### src/rtl/emit_pkg.sv
package emit_pkg;

   localparam int REG_W  = 6;
   localparam int BIN_W  = 8;
   localparam int PAR_W  = 16;
   localparam int MASK_FIELD_W = 25;
   localparam int LYR_FIELD_W  = 6;
   localparam int POS_FIELD_W  = 48;
   localparam int AUX_FIELD_W  = 32;

   localparam logic [7:0] EVT_HDR_TAG = 8'hB5;
   localparam logic [7:0] TRK_HDR_TAG = 8'hEE;
   localparam logic [7:0] EVT_FTR_TAG = 8'hD7;

   typedef enum logic [2:0] {
      ST_IDLE,
      ST_COLLECT,
      ST_EHDR,
      ST_THDR,
      ST_HIT,
      ST_FTR
   } seq_state_t;

   typedef struct packed {
      logic             evt_end;
      logic [REG_W-1:0] eta_rgn;
      logic [REG_W-1:0] phi_rgn;
      logic [BIN_W-1:0] bin0;
      logic [BIN_W-1:0] bin1;
      logic [BIN_W-1:0] bin2;
      logic [BIN_W-1:0] bin3;
      logic [PAR_W-1:0] d0;
      logic [PAR_W-1:0] z0;
      logic [PAR_W-1:0] qpt;
      logic [PAR_W-1:0] phi;
      logic [PAR_W-1:0] eta;
   } trk_desc_t;

   function automatic logic [63:0] pack_trk_w1(trk_desc_t d, logic [MASK_FIELD_W-1:0] m);
      return {TRK_HDR_TAG, 2'b00, d.eta_rgn, d.phi_rgn, d.bin0, d.bin1, 1'b0, m};
   endfunction

   function automatic logic [63:0] pack_trk_w2(trk_desc_t d);
      return {d.bin2, d.d0, d.z0, 24'h0};
   endfunction

   function automatic logic [63:0] pack_trk_w3(trk_desc_t d);
      return {d.qpt, d.phi, d.eta, d.bin3, 8'h00};
   endfunction

   function automatic logic [63:0] pack_hit_w1(logic last, logic [LYR_FIELD_W-1:0] lyr,
                                               logic [POS_FIELD_W-1:0] pos);
      return {last, 1'b0, lyr, 8'h00, pos};
   endfunction

   function automatic logic [63:0] pack_hit_w2(logic [AUX_FIELD_W-1:0] aux);
      return {32'h0, aux};
   endfunction

endpackage

### src/rtl/layer_mask_acc.sv
module layer_mask_acc #(
   parameter int LAYER_W = 4,
   localparam int LAYER_N = 1 << LAYER_W,
   localparam int MASK_W  = LAYER_N + 1
) (
   input  logic               clk,
   input  logic               rst_n,
   input  logic               clr,
   input  logic               add,
   input  logic [LAYER_W-1:0] layer,
   output logic [MASK_W-1:0]  mask
);

   assign mask[0] = 1'b0;

   for (genvar b = 1; b < MASK_W; b++) begin : g_bit
      logic bit_q;
      always_ff @(posedge clk) begin
         if (!rst_n || clr) begin
            bit_q <= 1'b0;
         end else if (add && (layer == LAYER_W'(b - 1))) begin
            bit_q <= 1'b1;
         end
      end
      assign mask[b] = bit_q;
   end


   mask_clear_chk: assert property (@(posedge clk) disable iff (!rst_n)
      clr |=> (mask == '0));

   mask_set_chk: assert property (@(posedge clk) disable iff (!rst_n)
      (add && !clr) |=> mask[32'($past(layer)) + 1]);

   mask_keep_chk: assert property (@(posedge clk) disable iff (!rst_n)
      (!add && !clr) |=> $stable(mask));

endmodule

### src/rtl/hit_buffer.sv
module hit_buffer #(
   parameter int DEPTH = 8,
   parameter int ENT_W = 84,
   localparam int IDX_W = $clog2(DEPTH)
) (
   input  logic             clk,
   input  logic             wr_en,
   input  logic [IDX_W-1:0] wr_idx,
   input  logic [ENT_W-1:0] wr_data,
   input  logic [IDX_W-1:0] rd_idx,
   output logic [ENT_W-1:0] rd_data
);

   logic [ENT_W-1:0] ent [DEPTH];

   for (genvar e = 0; e < DEPTH; e++) begin : g_ent
      always_ff @(posedge clk) begin
         if (wr_en && (wr_idx == IDX_W'(e))) begin
            ent[e] <= wr_data;
         end
      end
   end

   assign rd_data = ent[rd_idx];

endmodule

### src/rtl/rec_sequencer.sv
module rec_sequencer
   import emit_pkg::*;
#(
   parameter int          LAYER_W   = 4,
   parameter int          MAX_HITS  = 8,
   parameter int          POS_W     = 48,
   parameter int          AUX_W     = 32,
   parameter logic [31:0] RUN_TAG   = 32'h0,
   parameter logic [31:0] CHECK_TAG = 32'h0,
   localparam int MASK_W = (1 << LAYER_W) + 1,
   localparam int CNT_W  = $clog2(MAX_HITS + 1),
   localparam int RD_W   = $clog2(MAX_HITS)
) (
   input  logic               clk,
   input  logic               rst_n,
   input  logic               trk_valid,
   output logic               trk_ready,
   input  trk_desc_t          trk_in,
   input  logic               hit_valid,
   output logic               hit_ready,
   input  logic               hit_real,
   input  logic               hit_end,
   output logic               mask_clr,
   output logic               mask_add,
   input  logic [MASK_W-1:0]  mask,
   output logic               buf_wr_en,
   output logic [RD_W-1:0]    buf_wr_idx,
   output logic [RD_W-1:0]    buf_rd_idx,
   input  logic [LAYER_W-1:0] rd_layer,
   input  logic [POS_W-1:0]   rd_pos,
   input  logic [AUX_W-1:0]   rd_aux,
   output logic               out_valid,
   input  logic               out_ready,
   output logic [63:0]        out_data,
   output logic               out_last
);

   seq_state_t       state;
   trk_desc_t        desc;
   logic             in_evt;
   logic [1:0]       sub;
   logic [CNT_W-1:0] hit_cnt;
   logic [CNT_W-1:0] hit_idx;
   logic [31:0]      evt_seq;
   logic [31:0]      word_cnt;

   logic trk_fire, hit_fire, out_fire, last_hit, sub_end;
   seq_state_t after_trk;

   assign trk_ready = (state == ST_IDLE);
   assign hit_ready = (state == ST_COLLECT);
   assign out_valid = (state == ST_EHDR) || (state == ST_THDR) ||
                      (state == ST_HIT)  || (state == ST_FTR);
   assign trk_fire  = trk_valid && trk_ready;
   assign hit_fire  = hit_valid && hit_ready;
   assign out_fire  = out_valid && out_ready;

   assign mask_clr   = trk_fire;
   assign mask_add   = hit_fire;
   assign buf_wr_en  = hit_fire && hit_real;
   assign buf_wr_idx = RD_W'(hit_cnt);
   assign buf_rd_idx = RD_W'(hit_idx);

   assign last_hit  = (hit_idx == hit_cnt - CNT_W'(1));
   assign sub_end   = (sub == 2'd2);
   assign after_trk = desc.evt_end ? ST_FTR : ST_IDLE;
   assign out_last  = (state == ST_FTR) && sub_end;

   always_comb begin
      out_data = '0;
      unique case (state)
         ST_EHDR: begin
            case (sub)
               2'd0:    out_data = {EVT_HDR_TAG, 24'h0, evt_seq};
               2'd1:    out_data = {RUN_TAG, 32'h0};
               default: out_data = '0;
            endcase
         end
         ST_THDR: begin
            case (sub)
               2'd0:    out_data = pack_trk_w1(desc, MASK_FIELD_W'(mask));
               2'd1:    out_data = pack_trk_w2(desc);
               default: out_data = pack_trk_w3(desc);
            endcase
         end
         ST_HIT: begin
            if (sub == 2'd0) begin
               out_data = pack_hit_w1(last_hit, LYR_FIELD_W'(rd_layer), POS_FIELD_W'(rd_pos));
            end else begin
               out_data = pack_hit_w2(AUX_FIELD_W'(rd_aux));
            end
         end
         ST_FTR: begin
            case (sub)
               2'd0:    out_data = {EVT_FTR_TAG, 56'h0};
               2'd1:    out_data = '0;
               default: out_data = {word_cnt, CHECK_TAG};
            endcase
         end
         default: out_data = '0;
      endcase
   end

   always_ff @(posedge clk) begin
      if (!rst_n) begin
         state    <= ST_IDLE;
         desc     <= '0;
         in_evt   <= 1'b0;
         sub      <= '0;
         hit_cnt  <= '0;
         hit_idx  <= '0;
         evt_seq  <= '0;
         word_cnt <= '0;
      end else begin
         if (out_fire) begin
            word_cnt <= out_last ? 32'h0 : word_cnt + 32'h1;
         end
         unique case (state)
            ST_IDLE: begin
               if (trk_fire) begin
                  desc    <= trk_in;
                  hit_cnt <= '0;
                  state   <= ST_COLLECT;
               end
            end
            ST_COLLECT: begin
               if (hit_fire) begin
                  if (hit_real) hit_cnt <= hit_cnt + CNT_W'(1);
                  if (hit_end) begin
                     sub   <= '0;
                     state <= in_evt ? ST_THDR : ST_EHDR;
                  end
               end
            end
            ST_EHDR: begin
               if (out_fire) begin
                  if (sub_end) begin
                     sub    <= '0;
                     in_evt <= 1'b1;
                     state  <= ST_THDR;
                  end else begin
                     sub <= sub + 2'd1;
                  end
               end
            end
            ST_THDR: begin
               if (out_fire) begin
                  if (sub_end) begin
                     sub     <= '0;
                     hit_idx <= '0;
                     state   <= (hit_cnt == '0) ? after_trk : ST_HIT;
                  end else begin
                     sub <= sub + 2'd1;
                  end
               end
            end
            ST_HIT: begin
               if (out_fire) begin
                  if (sub == 2'd0) begin
                     sub <= 2'd1;
                  end else begin
                     sub <= '0;
                     if (last_hit) state <= after_trk;
                     else          hit_idx <= hit_idx + CNT_W'(1);
                  end
               end
            end
            ST_FTR: begin
               if (out_fire) begin
                  if (sub_end) begin
                     sub     <= '0;
                     in_evt  <= 1'b0;
                     evt_seq <= evt_seq + 32'h1;
                     state   <= ST_IDLE;
                  end else begin
                     sub <= sub + 2'd1;
                  end
               end
            end
            default: state <= ST_IDLE;
         endcase
      end
   end


   out_hold_chk: assert property (@(posedge clk) disable iff (!rst_n)
      (out_valid && !out_ready) |=> (out_valid && $stable(out_data)));

   hit_cap_chk: assert property (@(posedge clk) disable iff (!rst_n)
      buf_wr_en |-> (hit_cnt < CNT_W'(MAX_HITS)));

   evt_close_chk: assert property (@(posedge clk) disable iff (!rst_n)
      (out_fire && out_last) |=> (trk_ready && !out_valid));

   seq_step_chk: assert property (@(posedge clk) disable iff (!rst_n)
      (out_fire && out_last) |=> (evt_seq == $past(evt_seq) + 32'h1));

endmodule

### src/rtl/track_record_emitter.sv
module track_record_emitter
   import emit_pkg::*;
#(
   parameter int          LAYER_W   = 4,
   parameter int          MAX_HITS  = 8,
   parameter int          POS_W     = 48,
   parameter int          AUX_W     = 32,
   parameter logic [31:0] RUN_TAG   = 32'h5EED_1234,
   parameter logic [31:0] CHECK_TAG = 32'hC0DE_0001
) (
   input  logic               clk,
   input  logic               rst_n,
   input  logic               trk_valid,
   output logic               trk_ready,
   input  logic [5:0]         trk_eta_rgn,
   input  logic [5:0]         trk_phi_rgn,
   input  logic [7:0]         trk_bin0,
   input  logic [7:0]         trk_bin1,
   input  logic [7:0]         trk_bin2,
   input  logic [7:0]         trk_bin3,
   input  logic [15:0]        trk_d0,
   input  logic [15:0]        trk_z0,
   input  logic [15:0]        trk_qpt,
   input  logic [15:0]        trk_phi,
   input  logic [15:0]        trk_eta,
   input  logic               trk_evt_end,
   input  logic               hit_valid,
   output logic               hit_ready,
   input  logic [LAYER_W-1:0] hit_layer,
   input  logic               hit_real,
   input  logic [POS_W-1:0]   hit_pos,
   input  logic [AUX_W-1:0]   hit_aux,
   input  logic               hit_end,
   output logic               out_valid,
   input  logic               out_ready,
   output logic [63:0]        out_data,
   output logic               out_last
);

   localparam int MASK_W = (1 << LAYER_W) + 1;
   localparam int ENT_W  = LAYER_W + POS_W + AUX_W;
   localparam int RD_W   = $clog2(MAX_HITS);

   if (LAYER_W < 1 || MASK_W > MASK_FIELD_W) begin : g_bad_layer
      $error("LAYER_W must give a mask that fits the header field");
   end
   if (MAX_HITS < 2) begin : g_bad_depth
      $error("MAX_HITS must be at least 2");
   end
   if (POS_W > POS_FIELD_W || AUX_W > AUX_FIELD_W) begin : g_bad_hit
      $error("hit field widths exceed the record layout");
   end

   trk_desc_t          desc_in;
   logic [MASK_W-1:0]  mask;
   logic               mask_clr, mask_add;
   logic               buf_wr_en;
   logic [RD_W-1:0]    buf_wr_idx, buf_rd_idx;
   logic [ENT_W-1:0]   rd_ent;
   logic [LAYER_W-1:0] rd_layer;
   logic [POS_W-1:0]   rd_pos;
   logic [AUX_W-1:0]   rd_aux;

   assign desc_in = '{evt_end: trk_evt_end, eta_rgn: trk_eta_rgn, phi_rgn: trk_phi_rgn,
                      bin0: trk_bin0, bin1: trk_bin1, bin2: trk_bin2, bin3: trk_bin3,
                      d0: trk_d0, z0: trk_z0, qpt: trk_qpt, phi: trk_phi, eta: trk_eta};

   assign {rd_layer, rd_pos, rd_aux} = rd_ent;

   layer_mask_acc #(.LAYER_W(LAYER_W)) u_mask (
      .clk   (clk),
      .rst_n (rst_n),
      .clr   (mask_clr),
      .add   (mask_add),
      .layer (hit_layer),
      .mask  (mask)
   );

   hit_buffer #(.DEPTH(MAX_HITS), .ENT_W(ENT_W)) u_buf (
      .clk     (clk),
      .wr_en   (buf_wr_en),
      .wr_idx  (buf_wr_idx),
      .wr_data ({hit_layer, hit_pos, hit_aux}),
      .rd_idx  (buf_rd_idx),
      .rd_data (rd_ent)
   );

   rec_sequencer #(
      .LAYER_W   (LAYER_W),
      .MAX_HITS  (MAX_HITS),
      .POS_W     (POS_W),
      .AUX_W     (AUX_W),
      .RUN_TAG   (RUN_TAG),
      .CHECK_TAG (CHECK_TAG)
   ) u_seq (
      .clk        (clk),
      .rst_n      (rst_n),
      .trk_valid  (trk_valid),
      .trk_ready  (trk_ready),
      .trk_in     (desc_in),
      .hit_valid  (hit_valid),
      .hit_ready  (hit_ready),
      .hit_real   (hit_real),
      .hit_end    (hit_end),
      .mask_clr   (mask_clr),
      .mask_add   (mask_add),
      .mask       (mask),
      .buf_wr_en  (buf_wr_en),
      .buf_wr_idx (buf_wr_idx),
      .buf_rd_idx (buf_rd_idx),
      .rd_layer   (rd_layer),
      .rd_pos     (rd_pos),
      .rd_aux     (rd_aux),
      .out_valid  (out_valid),
      .out_ready  (out_ready),
      .out_data   (out_data),
      .out_last   (out_last)
   );

endmodule

### config.mk
export PLATFORM = sky130hd
export DESIGN_NAME = track_record_emitter
export DESIGN_NICKNAME = d
export VERILOG_FILES = /design/src/rtl/emit_pkg.sv /design/src/rtl/layer_mask_acc.sv /design/src/rtl/hit_buffer.sv /design/src/rtl/rec_sequencer.sv /design/src/rtl/track_record_emitter.sv
export SDC_FILE = /design/constraint.sdc
export NUM_CORES = 1
export LEC_CHECK = 0
export ABC_AREA = 1
export BUFFER_PORTS_ARGS = -buffer_cell sky130_fd_sc_hd__buf_2
export CORE_UTILIZATION = 30
export CTS_CLUSTER_SIZE = 20
export DETAILED_ROUTE_END_ITERATION = 10
export GPL_TIMING_DRIVEN = 0
export SYNTH_ARGS = -nofsm -noshare
export SYNTH_HDL_FRONTEND = slang
export SYNTH_SLANG_ARGS = --single-unit
### constraint.sdc
create_clock -name clk -period 9 [get_ports clk]
set_input_delay 1.35 -clock clk [delete_from_list [all_inputs] [get_ports clk]]
set_output_delay 1.35 -clock clk [all_outputs]
set_load 0.02 [all_outputs]
==> results by group <==
Clock network
  • CTS tree: yes
  • CTS Root Cell: clkbuf_16
  • Post-CTS setup buffers: 0
  • CTS Buf Count: 93
  • H-tree lvl count: 3
  • Clock buffer depth: 3
  • Hold buffer count at CTS: 0
  • Clock Sinks: 894
  • CTS clock-pin slew for the worst setup and hold paths: 60 ps
  • Clock latency on the worst-skew pair: 700 ps
  • Post_cts resized: 0

Final layout
  • Layout Cells excl Fill: 5656
  • Nets@finish: 4165
  • Commonest cells after routing, fill and taps aside: edfxtp_1 (672), nor2_1 (532), o21ai_0 (471), nand2_1 (387), buf_2 (336)
  • Post-layout util: 36.5%
  • Leading cell type in the layout, fill and taps excluded: edfxtp_1
  • Area growth syn-to-layout: 20.2%
  • Share of cells above drive strength 1: 15.1%
  • Fillers: 12.1k

STA
  • RSZ-0062 raised after global routing: no
  • Pins Over Slew Limit: 1
  • Fin crit share: 59.2%
  • Setup violators final: 0
  • Post-route setup TNS: 0 ps
  • Worst Setup Slack, final: 3670 ps
  • Slew Limit Headroom: -3.36%
  • Least-Margin Pin Slew: 1550 ps
  • Max Freq: 188 MHz
  • Final Skew: 26.0 ps
  • Minimum clock period: 5330 ps
  • Final Hold Fails: 0

Global routing
  • GRT Total Usage: 22.2%
  • Vias in the first global route: 28.3k
  • First-pass GRT wire length: 203 mm
  • Largest net degree at the start of global routing: 26
  • Initial antenna violation count: 45
  • Congestion Overflow GR: 0

Synth
  • Post-synthesis sequential area ratio: 66.2%
  • Yosys warnings: 0
  • Number of synthesized flops with an enable pin: 672
  • Post-synthesis cell area: 0.0372 mm²
  • Async set or reset register ratio after synthesis: 0%
  • Syn Inst Count: 3491
  • Distinct cells, synth: 51
  • Synthesized flop and latch total: 894
  • Post-synthesis net count: 3717
  • Ys flop type: edfxtp_1
  • Avg Synthesized Cell Area: 10.6 µm²

Pwr
  • Leakage dissipation: 0.0154 µW
  • Comb power frac: 17.9%
  • Switching pwr: 3210 µW
  • Pint: 7320 µW
  • Power per Cell Area: 236 mW/mm²
  • Total power: 10500 µW
  • Clock power share: 37.4%
  • Sequential share of power: 44.7%
  • Sw Ratio: 30.5%
  • Worst VDD drop: 0.162 mV

Critical path
  • Crit-path cells: buf_2 > clkbuf_1 > clkbuf_1 > nor2_1 > o221ai_1 > buf_2
  • Startpoint Class: flop
  • Critical path's slowest cell: clkbuf_1
  • CP arrival: 3980 ps
  • CP endpoint kind: output pin
  • Worst path buffer plus inverter count: 4
  • Kind of cell adding the most delay to the critical path: buffers and inverters
  • Crit Path Category: reg -> out
  • Worst-path maximum fanout: 10
  • Worst EP required: 7650 ps
  • Crit path largest cell delay: 680 ps

Place
  • PortBufs: 282
  • DP Worst Slack: 4300 ps
  • GP Congestion: 0.969
  • Inst Count DP: 5469
  • HPWL Detailed: 104 mm

Floorplan
  • I/O pins: 284
  • Initial core utilization: 30.4%
  • Cell Rows: 128
  • Die area: 0.125 mm²
  • Die W: 354 µm
  • Die H: 354 µm
  • Core Area: 0.122 mm²

Drt
  • Drt pass-1 iters: 5
  • Vias per cell: 5.34
  • Via count: 30.2k
  • DRC Markers: 0
  • Antenna-violating nets left: 0
  • Initial DRC Count: 3951
  • Routed WL: 143 mm
  • WL per Instance: 25.3 µm

Min path
  • Worst Hold Class: reg -> reg

Job
  • Max-cap viol count: 0

Run status
  • Violated checks: max-slew violations
  • Status: complete, but fails checks
==> layout make-up <==
| cell class | instances | area (µm²) | share of cell area (%) |
|---|---|---|---|
| tap | 1625 | 2030 | 4.55 |
| buffer | 226 | 953 | 2.13 |
| timing repair buffer | 353 | 2290 | 5.13 |
| inverter | 190 | 716 | 1.60 |
| antenna | 13 | 32.5 | 0.0728 |
| clock buffer | 124 | 2600 | 5.81 |
| sequential | 894 | 24600 | 55.1 |
| clock inverter | 50 | 510 | 1.14 |
| multi-input combinational | 2181 | 10900 | 24.5 |
==> through the flow <==
step           hold slack (ps)  cell area, µm²
5_1_grt                    472           44700
6_report                   453           44700
4_1_cts                    452           44700
2_1_floorplan              425           37200
3_3_place_gp               438           40600
3_5_place_dp               441           41600
==> logic make-up after synthesis <==
kind of cell               synth area share (%)
and+or+nand+nor                            13.9
AOI/OAI and AO/OA                          14.7
DFF                                        66.2
buffers and inverters                      4.49
xor gates and xnor gates                  0.353
adders and majority gates                 0.337
==> power groups by stage <==
stage | sequential (µW) | clock [µW] | combinational, µW
global route | 4720 | 4120 | 2000
CTS | 4710 | 3970 | 1840
global placement | 4810 | 0 | 1800
finish | 4710 | 3940 | 1880
detailed placement | 4790 | 0 | 1830
floorplan | 4780 | 0 | 987
==> synth_stat cells, types with 8 or more instances <==
library cell,n,area (µm²)
a21oi_1,194,971
a22oi_1,12,90.1
buf_2,54,270
clkbuf_1,158,593
dfxtp_1,222,4440
edfxtp_1,672,20200
ha_1,10,125
inv_1,179,672
nand2_1,387,1450
nand3_1,191,956
nand4_1,27,169
nor2_1,534,2000
nor2_4,8,90.1
nor3_1,35,175
o211ai_1,76,571
o21ai_0,471,2360
o221ai_1,111,972
o22ai_1,42,263
xnor2_1,8,70.1
==> path summary, 6_finish.rpt <==
check | start | end | slack [ps] | depth (start not counted)
worst max-delay path | flop | out_data[39] | 3670 | 6
worst min-delay path | u_seq.desc[59]$_SDFFE_PN0P_ | u_seq.desc[59]$_SDFFE_PN0P_ | 450 | 2
worst max register to register | u_seq.state[2]$_SDFFE_PN0P_ | u_buf.ent[2][24]$_DFFE_PP_ | 5490 | 12
worst min register to register | u_seq.desc[59]$_SDFFE_PN0P_ | u_seq.desc[59]$_SDFFE_PN0P_ | 450 | 2
==> state kept, by name, summed over array words and instances, names as in the netlist, named ones only <==
register / flops
u_buf.ent: 672
u_seq.desc: 125
u_seq.evt_seq: 32
u_seq.word_cnt: 32
u_mask.g_bit.bit_q: 16
u_seq.hit_cnt: 4
u_seq.hit_idx: 4
u_seq.state: 3
u_seq.sub: 2
u_seq.in_evt: 1
==> layer usage <==
layer,global-route usage (%),vias to the layer above,share of wire [%]
li1,-,13444,-
met1,29.8,14742,41
met2,34.7,1676,45
met3,5.65,281,10
met4,7.53,36,3.2
met5,0,-,0.16
==> worst min-delay path: cells and delay by family (launching register included) <==
family | cells | cell delay [ps]
AO/OA/AOI/OAI | 1 | 50
buffers and inverters | 1 | 60
flip-flops | 1 | 300
Note: power is estimated with default switching activity, not from simulation.
